<file path="config.mk">
export PLATFORM = sky130hd
export DESIGN_NAME = gpio_port_regs
export DESIGN_NICKNAME = d
export VERILOG_FILES = /design/src/rtl/gpio_port_pkg.sv /design/src/rtl/gpio_in_sync.sv /design/src/rtl/gpio_bus_decode.sv /design/src/rtl/gpio_out_latch.sv /design/src/rtl/gpio_port_regs.sv
export SDC_FILE = /design/constraint.sdc
export NUM_CORES = 1
export LEC_CHECK = 0
export CORE_ASPECT_RATIO = 0.75
export CORE_UTILIZATION = 52
export DETAILED_ROUTE_END_ITERATION = 7
export DONT_BUFFER_PORTS = 1
export GPL_TIMING_DRIVEN = 0
export PLACE_DENSITY = 0.67
export SLEW_MARGIN = 20
export SYNTH_ARGS = -nofsm -noshare
export SYNTH_HDL_FRONTEND = slang
export SYNTH_HIERARCHICAL = 1
export SYNTH_SLANG_ARGS = --single-unit
</file>
<file path="constraint.sdc">
create_clock -name clk -period 2.85 [get_ports clk]
set_input_delay 0.1425 -clock clk [delete_from_list [all_inputs] [get_ports clk]]
set_output_delay 0.1425 -clock clk [all_outputs]
set_load 0.05 [all_outputs]
</file>
<file path="src/rtl/gpio_port_pkg.sv">
package gpio_port_pkg;

    // Word offsets; software and the bench depend on these values.
    localparam int unsigned OFS_DOUT = 0;
    localparam int unsigned OFS_DIR  = 1;
    localparam int unsigned OFS_DIN  = 2;
    localparam int unsigned OFS_SET  = 3;
    localparam int unsigned OFS_CLR  = 4;
    localparam int unsigned OFS_TGL  = 5;

    typedef enum logic [2:0] {
        DOP_HOLD = 3'd0,
        DOP_LOAD = 3'd1,
        DOP_SET  = 3'd2,
        DOP_CLR  = 3'd3,
        DOP_TGL  = 3'd4
    } data_op_e;

    typedef enum logic [1:0] {
        RSEL_ZERO = 2'd0,
        RSEL_DOUT = 2'd1,
        RSEL_DIR  = 2'd2,
        RSEL_DIN  = 2'd3
    } rd_sel_e;

    typedef struct packed {
        data_op_e data_op;
        logic     dir_load;
    } wr_cmd_t;

    function automatic wr_cmd_t decode_write(input int unsigned ofs, input logic we);
        wr_cmd_t c;
        c.data_op  = DOP_HOLD;
        c.dir_load = 1'b0;
        if (we) begin
            case (ofs)
                OFS_DOUT: c.data_op  = DOP_LOAD;
                OFS_DIR:  c.dir_load = 1'b1;
                OFS_SET:  c.data_op  = DOP_SET;
                OFS_CLR:  c.data_op  = DOP_CLR;
                OFS_TGL:  c.data_op  = DOP_TGL;
                default:  ;
            endcase
        end
        return c;
    endfunction

    function automatic rd_sel_e decode_read(input int unsigned ofs);
        case (ofs)
            OFS_DOUT: return RSEL_DOUT;
            OFS_DIR:  return RSEL_DIR;
            OFS_DIN:  return RSEL_DIN;
            default:  return RSEL_ZERO;
        endcase
    endfunction

endpackage

</file>
<file path="src/rtl/gpio_in_sync.sv">
module gpio_in_sync #(
    parameter int WIDTH  = 32,
    parameter int STAGES = 2
) (
    input  logic             clk,
    input  logic             rst,
    input  logic [WIDTH-1:0] async_in,
    output logic [WIDTH-1:0] sync_out
);
    logic [WIDTH-1:0] stage_q [STAGES];

    for (genvar s = 0; s < STAGES; s++) begin : g_stage
        if (s == 0) begin : g_first
            always_ff @(posedge clk) begin
                if (rst) stage_q[0] <= '0;
                else     stage_q[0] <= async_in;
            end
        end else begin : g_next
            always_ff @(posedge clk) begin
                if (rst) stage_q[s] <= '0;
                else     stage_q[s] <= stage_q[s-1];
            end
        end
    end

    assign sync_out = stage_q[STAGES-1];

    // Cycles since reset, saturating, so the latency check never looks before reset.
    logic [1:0] warm_cnt;
    always_ff @(posedge clk) begin
        if (rst)                 warm_cnt <= '0;
        else if (warm_cnt != 2'd2) warm_cnt <= warm_cnt + 2'd1;
    end

    if (STAGES == 2) begin : g_chk
        p_latency_r9: assert property (@(posedge clk) disable iff (rst)
            (warm_cnt == 2'd2) |-> (sync_out == $past(async_in, 2)));
    end

endmodule

</file>
<file path="src/rtl/gpio_bus_decode.sv">
module gpio_bus_decode
    import gpio_port_pkg::*;
#(
    parameter int ADDR_W = 3,
    parameter int WIDTH  = 32
) (
    input  logic [ADDR_W-1:0] addr,
    input  logic              we,
    input  logic [WIDTH-1:0]  dout_q,
    input  logic [WIDTH-1:0]  dir_q,
    input  logic [WIDTH-1:0]  din_sync,
    output wr_cmd_t           cmd,
    output logic [WIDTH-1:0]  rdata
);
    int unsigned ofs;
    rd_sel_e     rsel;

    always_comb begin
        ofs  = int'(addr);
        cmd  = decode_write(ofs, we);
        rsel = decode_read(ofs);
        case (rsel)
            RSEL_DOUT: rdata = dout_q;
            RSEL_DIR:  rdata = dir_q;
            RSEL_DIN:  rdata = din_sync;
            default:   rdata = '0;
        endcase
    end

endmodule

</file>
<file path="src/rtl/gpio_out_latch.sv">
module gpio_out_latch
    import gpio_port_pkg::*;
#(
    parameter int WIDTH = 32
) (
    input  logic             clk,
    input  logic             rst,
    input  wr_cmd_t          cmd,
    input  logic [WIDTH-1:0] wdata,
    output logic [WIDTH-1:0] dout_q,
    output logic [WIDTH-1:0] dir_q
);
    logic [WIDTH-1:0] dout_d;

    for (genvar i = 0; i < WIDTH; i++) begin : g_bit
        logic nxt;
        always_comb begin
            case (cmd.data_op)
                DOP_LOAD: nxt = wdata[i];
                DOP_SET:  nxt = dout_q[i] | wdata[i];
                DOP_CLR:  nxt = dout_q[i] & ~wdata[i];
                DOP_TGL:  nxt = dout_q[i] ^ wdata[i];
                default:  nxt = dout_q[i];
            endcase
        end
        assign dout_d[i] = nxt;
    end

    always_ff @(posedge clk) begin
        if (rst) begin
            dout_q <= '0;
            dir_q  <= '0;
        end else begin
            dout_q <= dout_d;
            if (cmd.dir_load) dir_q <= wdata;
        end
    end

    p_load_r3: assert property (@(posedge clk) disable iff (rst)
        (cmd.data_op == DOP_LOAD) |=> (dout_q == $past(wdata)));

    p_dir_load_r4: assert property (@(posedge clk) disable iff (rst)
        cmd.dir_load |=> (dir_q == $past(wdata)));

    p_set_r5: assert property (@(posedge clk) disable iff (rst)
        (cmd.data_op == DOP_SET) |=>
            (((dout_q & $past(wdata)) == $past(wdata)) &&
             ((dout_q & ~$past(wdata)) == ($past(dout_q) & ~$past(wdata)))));

    p_clr_r6: assert property (@(posedge clk) disable iff (rst)
        (cmd.data_op == DOP_CLR) |=>
            (((dout_q & $past(wdata)) == '0) &&
             ((dout_q & ~$past(wdata)) == ($past(dout_q) & ~$past(wdata)))));

    p_tgl_r7: assert property (@(posedge clk) disable iff (rst)
        (cmd.data_op == DOP_TGL) |=> ((dout_q ^ $past(dout_q)) == $past(wdata)));

    p_dir_hold_r8: assert property (@(posedge clk) disable iff (rst)
        !cmd.dir_load |=> (dir_q == $past(dir_q)));

    p_dout_hold_r8: assert property (@(posedge clk) disable iff (rst)
        (cmd.data_op == DOP_HOLD) |=> (dout_q == $past(dout_q)));

endmodule

</file>
<file path="src/rtl/gpio_port_regs.sv">
module gpio_port_regs
    import gpio_port_pkg::*;
#(
    parameter int NUM_PINS    = 32,
    parameter int ADDR_W      = 3,
    parameter int SYNC_STAGES = 2
) (
    input  logic                clk,
    input  logic                rst,
    input  logic [ADDR_W-1:0]   bus_addr,
    input  logic                bus_we,
    input  logic [NUM_PINS-1:0] bus_wdata,
    output logic [NUM_PINS-1:0] bus_rdata,
    input  logic [NUM_PINS-1:0] pad_in,
    output logic [NUM_PINS-1:0] pad_out,
    output logic [NUM_PINS-1:0] pad_oe
);
    localparam int MIN_ADDR_W = $clog2(OFS_TGL + 1);

    if (ADDR_W < MIN_ADDR_W) begin : g_bad_addr_w
        initial $display("gpio_port_regs: ADDR_W too small for the register map");
    end

    wr_cmd_t             cmd;
    logic [NUM_PINS-1:0] dout_q;
    logic [NUM_PINS-1:0] dir_q;
    logic [NUM_PINS-1:0] din_sync;

    gpio_in_sync #(
        .WIDTH  (NUM_PINS),
        .STAGES (SYNC_STAGES)
    ) u_sync (
        .clk      (clk),
        .rst      (rst),
        .async_in (pad_in),
        .sync_out (din_sync)
    );

    gpio_bus_decode #(
        .ADDR_W (ADDR_W),
        .WIDTH  (NUM_PINS)
    ) u_decode (
        .addr     (bus_addr),
        .we       (bus_we),
        .dout_q   (dout_q),
        .dir_q    (dir_q),
        .din_sync (din_sync),
        .cmd      (cmd),
        .rdata    (bus_rdata)
    );

    gpio_out_latch #(
        .WIDTH (NUM_PINS)
    ) u_latch (
        .clk    (clk),
        .rst    (rst),
        .cmd    (cmd),
        .wdata  (bus_wdata),
        .dout_q (dout_q),
        .dir_q  (dir_q)
    );

    assign pad_out = dout_q;
    assign pad_oe  = dir_q;

    p_oe_read_r2: assert property (@(posedge clk) disable iff (rst)
        (int'(bus_addr) == OFS_DIR) |-> (bus_rdata == pad_oe));

    p_out_read_r2: assert property (@(posedge clk) disable iff (rst)
        (int'(bus_addr) == OFS_DOUT) |-> (bus_rdata == pad_out));

    p_alias_zero_r10: assert property (@(posedge clk) disable iff (rst)
        (int'(bus_addr) > OFS_DIN) |-> (bus_rdata == '0));

    p_ignored_r11: assert property (@(posedge clk) disable iff (rst)
        (bus_we && ((int'(bus_addr) == OFS_DIN) || (int'(bus_addr) > OFS_TGL))) |=>
            ((pad_out == $past(pad_out)) && (pad_oe == $past(pad_oe))));

endmodule

</file>
==> reports/qor.txt <==
status: finished, final reports clean
Final ANT Viol Nets: 0
worst path required time: 2.71 ns
Inserted Clock Buffers: 17
clock skew: 0.00407 ns
Synth Area in Simple Gates: 27.8%
fin. max-slew vios: 0
design area: 9440 um^2
crit end category: primary output
Max clock buf depth: 2
Mapped Cells: 782
PortBufs: 0
DRC violations left: 0
Pre-Repair DR Iteration Count: 5
crit share post-route: 89.5%
row count: 38
RSZ-0062 raised after global routing: no
dpl cell area: 8170 um^2
met2 Track Usage GR: 47.2%
sequential area share after synthesis: 32.6%
core area: 14,600 um^2
adder-cell share of the synthesized area: 10.2%
vias per cell: 6.01
gr busiest metal: met2
mux contribution to synthesized area: 4.08%
Synth warnings: 6
largest net degree at the start of global routing: 17
critical path arrival: 2.41 ns
final worst setup slack: 0.299 ns
largest family of logic cells by synthesized area: simple AND/OR/NAND/NOR gates
chip height: 108 um
top cell type's share of synthesized area: 32.6%
wire per inst: 22.9 um
syn avg cell area: 10.1 um^2
post-synthesis cell area: 7860 um^2
total track usage: 32.6%
M1 GR Usage: 44.3%
Worst-path clk slew: 0.07 ns
Filler Cell Count: 1,181
post-CTS setup buffer count: 0
clock sink count: 128
Die X: 144 um
die area: 15,600 um^2
startpoint class of the critical path: flop
clock latency on the worst-skew pair: 0.43 ns
Max Cap Violations: 0
layout cells sized above 1: 24.3%
P_leak: 3.69 nW
Final HPWL DP: 17,600 um
critical path peak fanout: 4
first-pass GRT wire length: 37,500 um
Placer Congestion: 0.938
Hold Path Class: in2reg
WS Path Type: reg2out
worst-margin pin slew: 1.02 ns
H-tree depth: 4
post-layout util: 64.7%
area leader, netlist: dfxtp_1
final WL: 24,800 um
vias: 6,492
Synth Area in Compound Gates: 15.4%
Synth area leaders: dfxtp_1 33%, ha_1 10%, nor2b_2 6.7%
cell area power density: 563 nW/um^2
Final Hold Viols: 0
Net Count, Synth: 916
Multi-input gate area: 4590 um^2
M3 GR Usage: 11.1%
Layout area overhead: 20.1%
CTS tree: built
GR Overflow Total: 0
root buffer cell: clkbuf_16
register area: 2560 um^2
IR drop worst, VDD: 0.000524 V
post-synth cell types: 35
max frequency: 392 MHz
Pwr Total: 5.31 mW
Seq cells post-synth: 128
initial antenna violation count: 3
fin nets: 1,002
I/O Pins: 166
Place WS: 0.0825 ns
minimum clock period: 2.55 ns
# diodes: 0
vias in the first global route: 6,494
Initial Util: 53.8%
Detailed Route Iter0 Violations: 694
Max-slew headroom: 32.0%
xor and xnor area share after synthesis: 0.111%
final setup violation count: 0
setup TNS: 0 ns
[cell families (layout without fill, tap and decap cells)]
kind of cell | count (synthesis) | in the layout
buffers and inverters | 145 | 244
flip-flops | 128 | 128
XOR/XNOR | 1 | 1
AO/OA/AOI/OAI | 114 | 114
adder cells (fa/ha/maj) | 64 | 64
multiplexers | 32 | 32
AND/OR/NAND/NOR | 298 | 298
[critical path, stage by stage, from the launching register on]
cell	delay (ns)
dfxtp_1	0.83
nor2b_1	0.25
a211oi_2	0.07
a211oi_2	0.84
[cell usage after synthesis (all sizes together)]
master   count
dfxtp      128
nor2b       96
a211oi      64
ha          64
inv         64
buf         55
nor2        34
nand2b      33
a221oi      32
mux2i       32
nand3       32
clkbuf      26
nor3b       17
o2111ai     17
or4b        17
nor4bb      16
nor4b       15
or4         15
or4bb       11
nand4bb      6
or3b         2
a21boi       1
and4b        1
nand2        1
nand3b       1
or2b         1
xor2         1
[cells in the final DEF, fill, tap and decap left out, types with 15 or more instances in the layout]
cell	Yosys	routed
a211oi_2	40	52
a221oi_1	17	17
a221oi_2	15	15
buf_2	28	28
clkbuf_1	26	26
clkbuf_16	0	17
dfxtp_1	128	128
dlygate4sd3_1	0	67
ha_1	64	64
inv_1	64	64
mux2i_1	32	32
nand2b_1	33	33
nand3_1	32	32
nor2_1	34	34
nor2b_1	36	36
nor2b_2	60	60
nor3b_1	17	17
nor4b_1	15	15
nor4bb_1	16	16
o2111ai_1	17	17
or4_1	15	15
or4b_1	17	17
[state kept, by name (all words and copies together), names as in the netlist]
register / count
u_sync/stage_q: 64
u_latch/dir_q: 32
u_latch/dout_q: 32
[cell type report]
type                    instances  share of cell area, %
plain buffers                  81                   5.62
clock buffers                  18                   4.65
clock inverters                14                   1.67
inverters                      64                   2.55
multi-input cells             509                   48.6
flip-flops and latches        128                   27.2
well taps                     200                   2.65
repair buffers                 67                   7.11
[stage by stage]
stage / cells / hold slack (ns)
final: 1081 / 0.242
after global routing: 1081 / 0.243
after CTS: 1081 / 0.220
after detailed placement: 982 / 0.277
after global placement: 982 / 0.273
after floorplan: 782 / 0.271
[worst paths after layout]
kind              cells after the start                 start  slack, ns                   end
hold reg to reg                       1  u_sync/stage_q[0][7]       0.44  u_sync/stage_q[1][7]
setup reg to reg                      5     u_latch/dout_q[6]       0.63     u_latch/dout_q[6]
hold / removal                        5         bus_wdata[13]       0.24    u_latch/dout_q[13]
setup / recovery                      3    u_latch/dout_q[29]       0.30         bus_rdata[29]
[what timing repair did]
action,CTS,global route
hold buffers,67,0
resized for setup,0,0
endpoints found under the hold margin,98,0
[where the power goes]
group / internal (mW) / leakage (nW) / total, mW / switching [mW]
clock: 1.27 / 0.294 / 2.21 / 0.938
combinational: 0.375 / 2.35 / 0.882 / 0.507
sequential: 1.89 / 1.05 / 2.22 / 0.329
total: 3.54 / 3.69 / 5.31 / 1.77
[metal layers]
layer / vias to the layer above / share of wire (%)
met1: 3136 / 44
li1: 2974 / -
met4: 0 / 2.3
met5: - / 0
met3: 53 / 10
met2: 329 / 43
Power figures use the tool's default switching activity.
